`config.mk`:
```
export PLATFORM = sky130hd
export DESIGN_NAME = pwm_phase_top
export DESIGN_NICKNAME = d
export VERILOG_FILES = /design/src/rtl/pwm_phase_pkg.sv /design/src/rtl/pwm_phase_counter.sv /design/src/rtl/pwm_req_latch.sv /design/src/rtl/pwm_phase_top.sv
export SDC_FILE = /design/constraint.sdc
export NUM_CORES = 1
export LEC_CHECK = 0
export ABC_CLOCK_PERIOD_IN_PS = 4430
export BUFFER_PORTS_ARGS = -buffer_cell sky130_fd_sc_hd__buf_2
export CAP_MARGIN = 30
export CORE_MARGIN = 5
export CORE_UTILIZATION = 55
export CTS_CLUSTER_DIAMETER = 60
export DETAILED_ROUTE_END_ITERATION = 8
export PLACE_DENSITY = 0.77
export SLEW_MARGIN = 30
export SYNTH_ARGS = -nofsm -noshare
export SYNTH_HDL_FRONTEND = slang
export SYNTH_SLANG_ARGS = --single-unit
```
`constraint.sdc`:
```
create_clock -name clk -period 4.43 [get_ports clk]
set_input_delay 0.6645 -clock clk [delete_from_list [all_inputs] [get_ports clk]]
set_output_delay 0.6645 -clock clk [all_outputs]
set_load 0.03 [all_outputs]
```
`src/rtl/pwm_phase_pkg.sv`:
```
package pwm_phase_pkg;

    // Source of the set-side counter advance in a given cycle
    typedef enum logic [1:0] {
        ADV_HOLD   = 2'd0,
        ADV_BASE   = 2'd1,
        ADV_INJECT = 2'd2
    } adv_kind_e;

    typedef struct packed {
        logic pwm;
    } pwm_out_t;

    typedef struct packed {
        logic prev;
        logic pend;
    } req_state_t;

endpackage

```
`src/rtl/pwm_phase_counter.sv`:
```
module pwm_phase_counter #(
    parameter int PERIOD = 256,
    parameter int INIT   = 0
) (
    input  logic                                  clk,
    input  logic                                  rst_n,
    input  logic                                  adv_i,
    output logic [((PERIOD > 2) ? $clog2(PERIOD) : 1)-1:0] cnt_o,
    output logic                                  wrap_o
);
    localparam int W = (PERIOD > 2) ? $clog2(PERIOD) : 1;
    localparam logic [W-1:0] LAST = W'(PERIOD - 1);
    localparam logic [W-1:0] START = W'(INIT);

    typedef struct packed {
        logic [W-1:0] cnt;
    } cnt_state_t;

    cnt_state_t st_d, st_q;

    always_comb begin
        st_d   = st_q;
        wrap_o = adv_i && (st_q.cnt == LAST);
        if (adv_i) begin
            st_d.cnt = (st_q.cnt == LAST) ? '0 : st_q.cnt + 1'b1;
        end
    end

    always_ff @(posedge clk or negedge rst_n) begin
        if (!rst_n) begin
            st_q.cnt <= START;
        end else begin
            st_q <= st_d;
        end
    end

    assign cnt_o = st_q.cnt;

    AST_CNT_BOUND: assert property (@(posedge clk) disable iff (!rst_n)
        cnt_o <= LAST);

    AST_CNT_HOLD: assert property (@(posedge clk) disable iff (!rst_n)
        !adv_i |=> $stable(cnt_o));

endmodule

```
`src/rtl/pwm_req_latch.sv`:
```
module pwm_req_latch (
    input  logic clk,
    input  logic rst_n,
    input  logic req_i,
    input  logic ack_i,
    output logic pend_o
);
    import pwm_phase_pkg::*;

    req_state_t st_d, st_q;
    logic       rise;

    always_comb begin
        st_d      = st_q;
        rise      = req_i && !st_q.prev;
        st_d.prev = req_i;
        // a fresh edge survives a same-cycle acknowledge
        st_d.pend = (st_q.pend && !ack_i) || rise;
    end

    always_ff @(posedge clk or negedge rst_n) begin
        if (!rst_n) begin
            st_q <= '0;
        end else begin
            st_q <= st_d;
        end
    end

    assign pend_o = st_q.pend;

    AST_ONE_SERVE: assert property (@(posedge clk) disable iff (!rst_n)
        (ack_i && !rise) |=> !pend_o);

    AST_LEVEL_NO_REARM: assert property (@(posedge clk) disable iff (!rst_n)
        (st_q.prev && req_i && !st_q.pend) |=> !pend_o);

endmodule

```
`src/rtl/pwm_phase_top.sv`:
```
module pwm_phase_top #(
    parameter int PERIOD = 256
) (
    input  logic clk,
    input  logic rst_n,
    input  logic adv_en,
    input  logic inc_i,
    input  logic dec_i,
    output logic pwm_o
);
    import pwm_phase_pkg::*;

    localparam int W = (PERIOD > 2) ? $clog2(PERIOD) : 1;
    localparam logic [W-1:0] K_MAX = W'(PERIOD - 1);
    localparam logic [W:0]   PER_X = (W + 1)'(PERIOD);
    localparam int           SET_INIT = PERIOD / 2;
    localparam int           N_REQ = 2;
    localparam int           IDX_INC = 0;
    localparam int           IDX_DEC = 1;

    logic [W-1:0]     clr_cnt, set_cnt, phase_k;
    logic             clr_wrap, set_wrap, set_adv;
    logic [N_REQ-1:0] req_in, req_pend, req_ack;
    adv_kind_e        sel;
    pwm_out_t         st_d, st_q;

    assign req_in[IDX_INC] = inc_i;
    assign req_in[IDX_DEC] = dec_i;

    for (genvar g = 0; g < N_REQ; g++) begin : g_req
        pwm_req_latch u_latch (
            .clk    (clk),
            .rst_n  (rst_n),
            .req_i  (req_in[g]),
            .ack_i  (req_ack[g]),
            .pend_o (req_pend[g])
        );
    end

    pwm_phase_counter #(.PERIOD(PERIOD), .INIT(0)) u_clr_cnt (
        .clk    (clk),
        .rst_n  (rst_n),
        .adv_i  (adv_en),
        .cnt_o  (clr_cnt),
        .wrap_o (clr_wrap)
    );

    pwm_phase_counter #(.PERIOD(PERIOD), .INIT(SET_INIT)) u_set_cnt (
        .clk    (clk),
        .rst_n  (rst_n),
        .adv_i  (set_adv),
        .cnt_o  (set_cnt),
        .wrap_o (set_wrap)
    );

    // phase lead of set side over clear side, modulo PERIOD
    always_comb begin
        if (set_cnt >= clr_cnt) begin
            phase_k = set_cnt - clr_cnt;
        end else begin
            phase_k = W'({1'b0, set_cnt} + PER_X - {1'b0, clr_cnt});
        end
    end

    // advance selector: base tick, withheld tick, or extra tick in a gap
    always_comb begin
        req_ack          = '0;
        req_ack[IDX_DEC] = adv_en && req_pend[IDX_DEC];
        req_ack[IDX_INC] = !adv_en && req_pend[IDX_INC];
        if (adv_en) begin
            sel = (req_pend[IDX_DEC] && (phase_k != '0)) ? ADV_HOLD : ADV_BASE;
        end else begin
            sel = (req_pend[IDX_INC] && (phase_k != K_MAX)) ? ADV_INJECT : ADV_HOLD;
        end
        set_adv = (sel != ADV_HOLD);
    end

    always_comb begin
        st_d = st_q;
        if (clr_wrap) begin
            st_d.pwm = 1'b0;
        end else if (set_wrap) begin
            st_d.pwm = 1'b1;
        end
    end

    always_ff @(posedge clk or negedge rst_n) begin
        if (!rst_n) begin
            st_q <= '0;
        end else begin
            st_q <= st_d;
        end
    end

    assign pwm_o = st_q.pwm;

    AST_RISE_FROM_SET: assert property (@(posedge clk) disable iff (!rst_n)
        $rose(pwm_o) |-> $past(set_wrap));

    AST_FALL_FROM_CLR: assert property (@(posedge clk) disable iff (!rst_n)
        $fell(pwm_o) |-> $past(clr_wrap));

    AST_CLR_WINS: assert property (@(posedge clk) disable iff (!rst_n)
        clr_wrap |=> !pwm_o);

    AST_SET_GAP_IDLE: assert property (@(posedge clk) disable iff (!rst_n)
        (!adv_en && !req_pend[IDX_INC]) |=> $stable(set_cnt));

    AST_UNIT_STEP: assert property (@(posedge clk) disable iff (!rst_n)
        1'b1 |=> (phase_k == $past(phase_k) || phase_k == $past(phase_k) + 1'b1
                  || phase_k + 1'b1 == $past(phase_k)));

    AST_NO_TOP_WRAP: assert property (@(posedge clk) disable iff (!rst_n)
        (phase_k == K_MAX) |=> (phase_k != '0));

    AST_NO_BOTTOM_WRAP: assert property (@(posedge clk) disable iff (!rst_n)
        (phase_k == '0) |=> (phase_k != K_MAX));

endmodule

```
### Yosys cells after proc, flatten, opt, wreduce, memory -nomap -nowiden

Index checks and enable logic that the tools add are counted.

* add/sub/neg operators: 5
* multiply operators: 0
* divide/modulo/power cells: 0
* $lt $le $gt $ge: 1
* equal/unequal tests: 3
* shifts and indexed selects: 0
* muxes and demuxes: 8
* bitwise gates (word level): 0
* reduce and logical (&&, ||, !) cells: 20

Operators with widths (count)
* 8-bit by 1-bit adder with 8-bit output, second input constant: 3
* 8-bit two-way mux: 3
* 8-bit == test, second input constant: 2
* 8-bit subtractor: 2
* 1-bit logical AND: 10
* 8-bit >= comparator: 1
* 8-bit inequality test, second input constant: 1
* 8-bit nonzero test: 1
* 1-bit logical NOT: 5
* 2-bit two-way mux: 2
* 2-bit nonzero test: 2
* 1-bit two-way mux: 3
* 1-bit logical OR: 2

* flip-flop bits (word level): 21
* bits in latches: 0
* memory bits (writable): 0
* memory bits (read-only): 0
* output and inout bits: 1
* logic and storage cells: 44
* memories: 0

### Depth between registers and ports, before layout

* depth after elaboration: 11
* depth in mapped cells: 13
* mapped depth without buffers: 12

### Hierarchy

From an unflattened synthesis, not the netlist that was laid out.

* cells, all modules: 146
* area total of the unflattened synthesis: 1418.9 um2

By module, submodules not included
* pwm_phase_top: instances 1, cells an instance 64, area an instance 481.7 um2, sequential area each 25.0 um2
* pwm_phase_counter (u_set_cnt): instances 1, cells an instance 36, area an instance 399.1 um2, sequential area each 201.4 um2
* pwm_phase_counter (u_clr_cnt): instances 1, cells an instance 36, area an instance 397.9 um2, sequential area each 200.2 um2
* pwm_req_latch: instances 2, cells an instance 5, area an instance 70.1 um2, sequential area each 50.0 um2

### Least setup slack after synthesis

No wires, ideal clock.

* path kind: flip-flop to flip-flop
* from: reg u_set_cnt.st_q (netlist bit u_set_cnt.cnt_o[0])
* to: reg u_set_cnt.st_q (netlist bit u_set_cnt.cnt_o[5])
* setup time: 0.131 ns
* arrival: 2.566 ns
* required time: 4.299 ns
* path slack: 1.732 ns
* cell stages (with the launch flop): 14
* buffers on the path: 1
* period minus slack after synthesis: 2.698 ns
* cells stage by stage: dfrtp_1 > inv_1 > ha_1 > inv_1 > fa_1 > a211oi_2 > o21bai_1 > a21oi_1 > xnor2_1 > o41ai_2 > a21oi_2 > buf_6 > o31ai_4 > o41ai_2

* longest elaborated chain between the ends: 8

Ends and longest elaborated chain
* start, declared: line pwm_phase_counter.sv:19 `cnt_state_t st_d, st_q;`
* start signal, assigned: line pwm_phase_counter.sv:33 `st_q <= st_d;`
* 8-bit by 1-bit adder with 8-bit output: line pwm_phase_top.sv:61 `phase_k = W'({1'b0, set_cnt} + PER_X - {1'b0, clr_cnt});`
* 8-bit subtractor: line pwm_phase_top.sv:61
* 8-bit two-way mux: line pwm_phase_top.sv:58 `if (set_cnt >= clr_cnt) begin`
* 8-bit inequality test / 8-bit nonzero test (equally long branches): line pwm_phase_top.sv:73, pwm_phase_top.sv:71
* 1-bit logical AND, on equally long branches: line pwm_phase_top.sv:73, pwm_phase_top.sv:71
* 2-bit two-way mux / 1-bit two-way mux (equally long branches): line pwm_phase_top.sv:73, pwm_phase_top.sv:71
* 2-bit two-way mux: line pwm_phase_top.sv:70 `if (adv_en) begin`
* 2-bit nonzero test: line pwm_phase_top.sv:75 `set_adv = (sel != ADV_HOLD);`

Parallel ways exist; a longest one is shown, timed or not.
A chain may end at the register's enable or synchronous reset.

### Final worst setup path

* from: reg u_set_cnt.st_q (netlist bit u_set_cnt.cnt_o[0])
* to: reg u_set_cnt.st_q (netlist bit u_set_cnt.cnt_o[1])

The elaborated chain is that of the path after synthesis.

==> flow_metrics.env <==
export IMPL_slew_viol_final=0
export IMPL_cts_setup_buffers=0
export IMPL_mostFrequentLayoutCells="dfrtp_1 (20), nand2_1 (18), o21ai_0 (13)"
export IMPL_grt_setup_unrepaired="false"
export IMPL_hold_viol=0
export IMPL_n_fill_cell=202
export IMPL_irDropWorstVdd_mv=0.3985
export IMPL_met3_usage_pct=1.961
export IMPL_die_w_um=59.08
export IMPL_grt_ovfl_total=0
export IMPL_diodes=0
export IMPL_track_usage_pct=15.53
export IMPL_core_um2=2255
export IMPL_synth_edf_count=0
export IMPL_grt_max_degree=22
export IMPL_die_area_um2=3490
export IMPL_final_common_cell="dfrtp_1"
export IMPL_worst_pin_slew_ps=631.0
export IMPL_multi_input_area_um2=738.2
export IMPL_clockBufferDepth=2
export IMPL_timing_critical_path_required_ps=4620
export IMPL_grt_pass1_vias=905
export IMPL_cts_sinks=21
export IMPL_drt_pass1_iter_count=4
export IMPL_finClkSkew_ps=8.920
export IMPL_ys_flop_type="dfrtp_1"
export IMPL_holdBufCountCts=0
export IMPL_clk_latency_ps=300
export IMPL_antenna_found_initial=0
export IMPL_crit_path_end_kind="flip-flop"
export IMPL_drt_initial_drc_count=21
export IMPL_nets=161
export IMPL_post_route_cells_drive_above_1_share_pct=14.48
export IMPL_area_growth_synth_to_final_pct=5.477
export IMPL_initial_core_util_pct=58.77
export IMPL_cts_root_buf="clkbuf_4"
export IMPL_path_class="flip-flop to flip-flop"
export IMPL_placedCellCount=169
export IMPL_status="complete, no violations"
export IMPL_avgRoutedWirePerCell_um=13.51
export IMPL_syn_num_nets=153
export IMPL_synthArstFlopShare_pct=100.0
export IMPL_hold_slack_ps=288.3
export IMPL_row_count=17
export IMPL_yosysTopAreaCellShare_pct=37.77
export IMPL_crit_fanout=13
export IMPL_wl_um=2337
export IMPL_gp_congestion=0.8182
export IMPL_finalSetupTns_ps=0
export IMPL_p_leak_nw=0.6377
export IMPL_use_met1_pct=22.52
export IMPL_yosysWarnings=0
export IMPL_syn_cell_area_um2=1325
export IMPL_place_hpwl_um=1826
export IMPL_cts_tree="done"
export IMPL_grt_pass1_wl_um=4153
export IMPL_ys_types=33
export IMPL_ys_seq_area_share_pct=39.75
export IMPL_stdcell_count=173
export IMPL_synthCells=138
export IMPL_final_area_um2=1398
export IMPL_place_area_um2=1370
export IMPL_ant_nets=0
export IMPL_cts_clk_slew_worst_paths_ps=120
export IMPL_worstPathArrival_ps=3190
export IMPL_ys_top_cells_by_area="dfrtp_1 (38%), ha_1 (8.5%), xnor2_1 (6.6%), nand2_1 (5.1%), o21ai_0 (4.9%)"
export IMPL_post_route_period_util_pct=67.60
export IMPL_avgSynthCellArea_um2=9.602
export IMPL_period_needed_ps=2995
export IMPL_finalPower_mw=1.007
export IMPL_via_count=956
export IMPL_cap_viol_max_count=0
export IMPL_max_slew_margin_pct=57.93
export IMPL_max_freq_mhz=333.9
export IMPL_htreeDepth=1
export IMPL_cp_start_kind="flip-flop"
export IMPL_drc_errors=0
export IMPL_cts_resized_gates=0
export IMPL_grtUsageMet2_pct=23.03
export IMPL_numPortBuffers=5
export IMPL_ff_latch_area_um2=526.8
export IMPL_dieHeight_um=59.08
export IMPL_numCtsBuffers=3
export IMPL_busiest_layer="met2"
export IMPL_yosysTopAreaCell="dfrtp_1"
export IMPL_synth_seq_cells=21
export IMPL_io_pins=6
export IMPL_hold_class="input pin to async pin"
export IMPL_pwr_density_cell_nw_per_um2=720.5
export IMPL_avgViaCountPerCell=5.526
export IMPL_setup_violations=0
## sequential cells by signal, summed over array words and instances, names as in the netlist
signal                count
g_req.u_latch.pend_o      2
g_req.u_latch.st_q        2
pwm_o                     1
u_clr_cnt.cnt_o           8
u_set_cnt.cnt_o           8
## cell families after synthesis
family,Yosys count,share of synthesized area (%)
compound gates,29,16.43
xor+xnor,15,9.915
fa+ha+maj,10,10.01
buf+inv,14,4.532
flops,21,39.75
mux,3,2.644
simple gates,46,16.71
## final timing paths
check	slack, ps	end	from	cells after the start
setup reg to reg	1440	u_set_cnt.cnt_o[1]	u_set_cnt.cnt_o[0]	11
setup / recovery	1440	u_set_cnt.cnt_o[1]	u_set_cnt.cnt_o[0]	11
hold reg to reg	430	g_req[0].u_latch.pend_o	g_req[0].u_latch.st_q[1]	1
max in group asynchronous	3780	u_set_cnt.cnt_o[7]	rst_n	1
min in group clk	430	g_req[0].u_latch.pend_o	g_req[0].u_latch.st_q[1]	1
hold / removal	290	u_clr_cnt.cnt_o[6]	rst_n	1
## where the power goes
group	internal, mW	leakage [nW]	switching (mW)
clock network	0.0337	0.0177	0.0572
registers	0.255	0.253	0.0707
logic	0.254	0.367	0.336
total	0.543	0.638	0.464
## Yosys cell counts, drive strengths merged (2+ instances only)
cell type  number
a21oi           6
a41oi           2
dfrtp          20
ha              9
inv            12
mux2i           2
nand2          18
nand2b          3
nand3           4
nand4           2
nor2           12
nor3            3
o21ai          13
o31ai           2
o41ai           2
xnor2          10
xor2            5
## layer usage
layer  wire length, um  vias up
met5                 0        -
met4                41        0
met3                62        4
met2              1056       17
met1              1176      444
li1                  -      491
## final cells by class
| cell class | count | share of cell area [%] |
|---|---|---|
| Tap cell | 28 | 2.507 |
| Clock inverter | 1 | 0.3581 |
| Multi-Input combinational cell | 103 | 52.82 |
| Clock buffer | 3 | 1.611 |
| Inverter | 12 | 3.223 |
| Sequential cell | 21 | 37.69 |
| Timing Repair Buffer | 5 | 1.791 |
## through the flow
step	setup WS, ps	util, %
floorplan	1732	-
global placement	1617	60.77
detailed placement	1449	60.77
CTS	1439	61.99
global route	1184	61.99
finish	1435	61.99
## critical path: stages, from the launching register on
cell and delay (ps):
dfrtp_1 440, inv_1 70, ha_1 150, inv_1 50, fa_1 410, a211oi_2 270, o21bai_1 110, a21oi_1 190
xnor2_1 180, a41oi_1 160, a21oi_2 510, mux2_4 350
(Power assumes the default switching activity.)
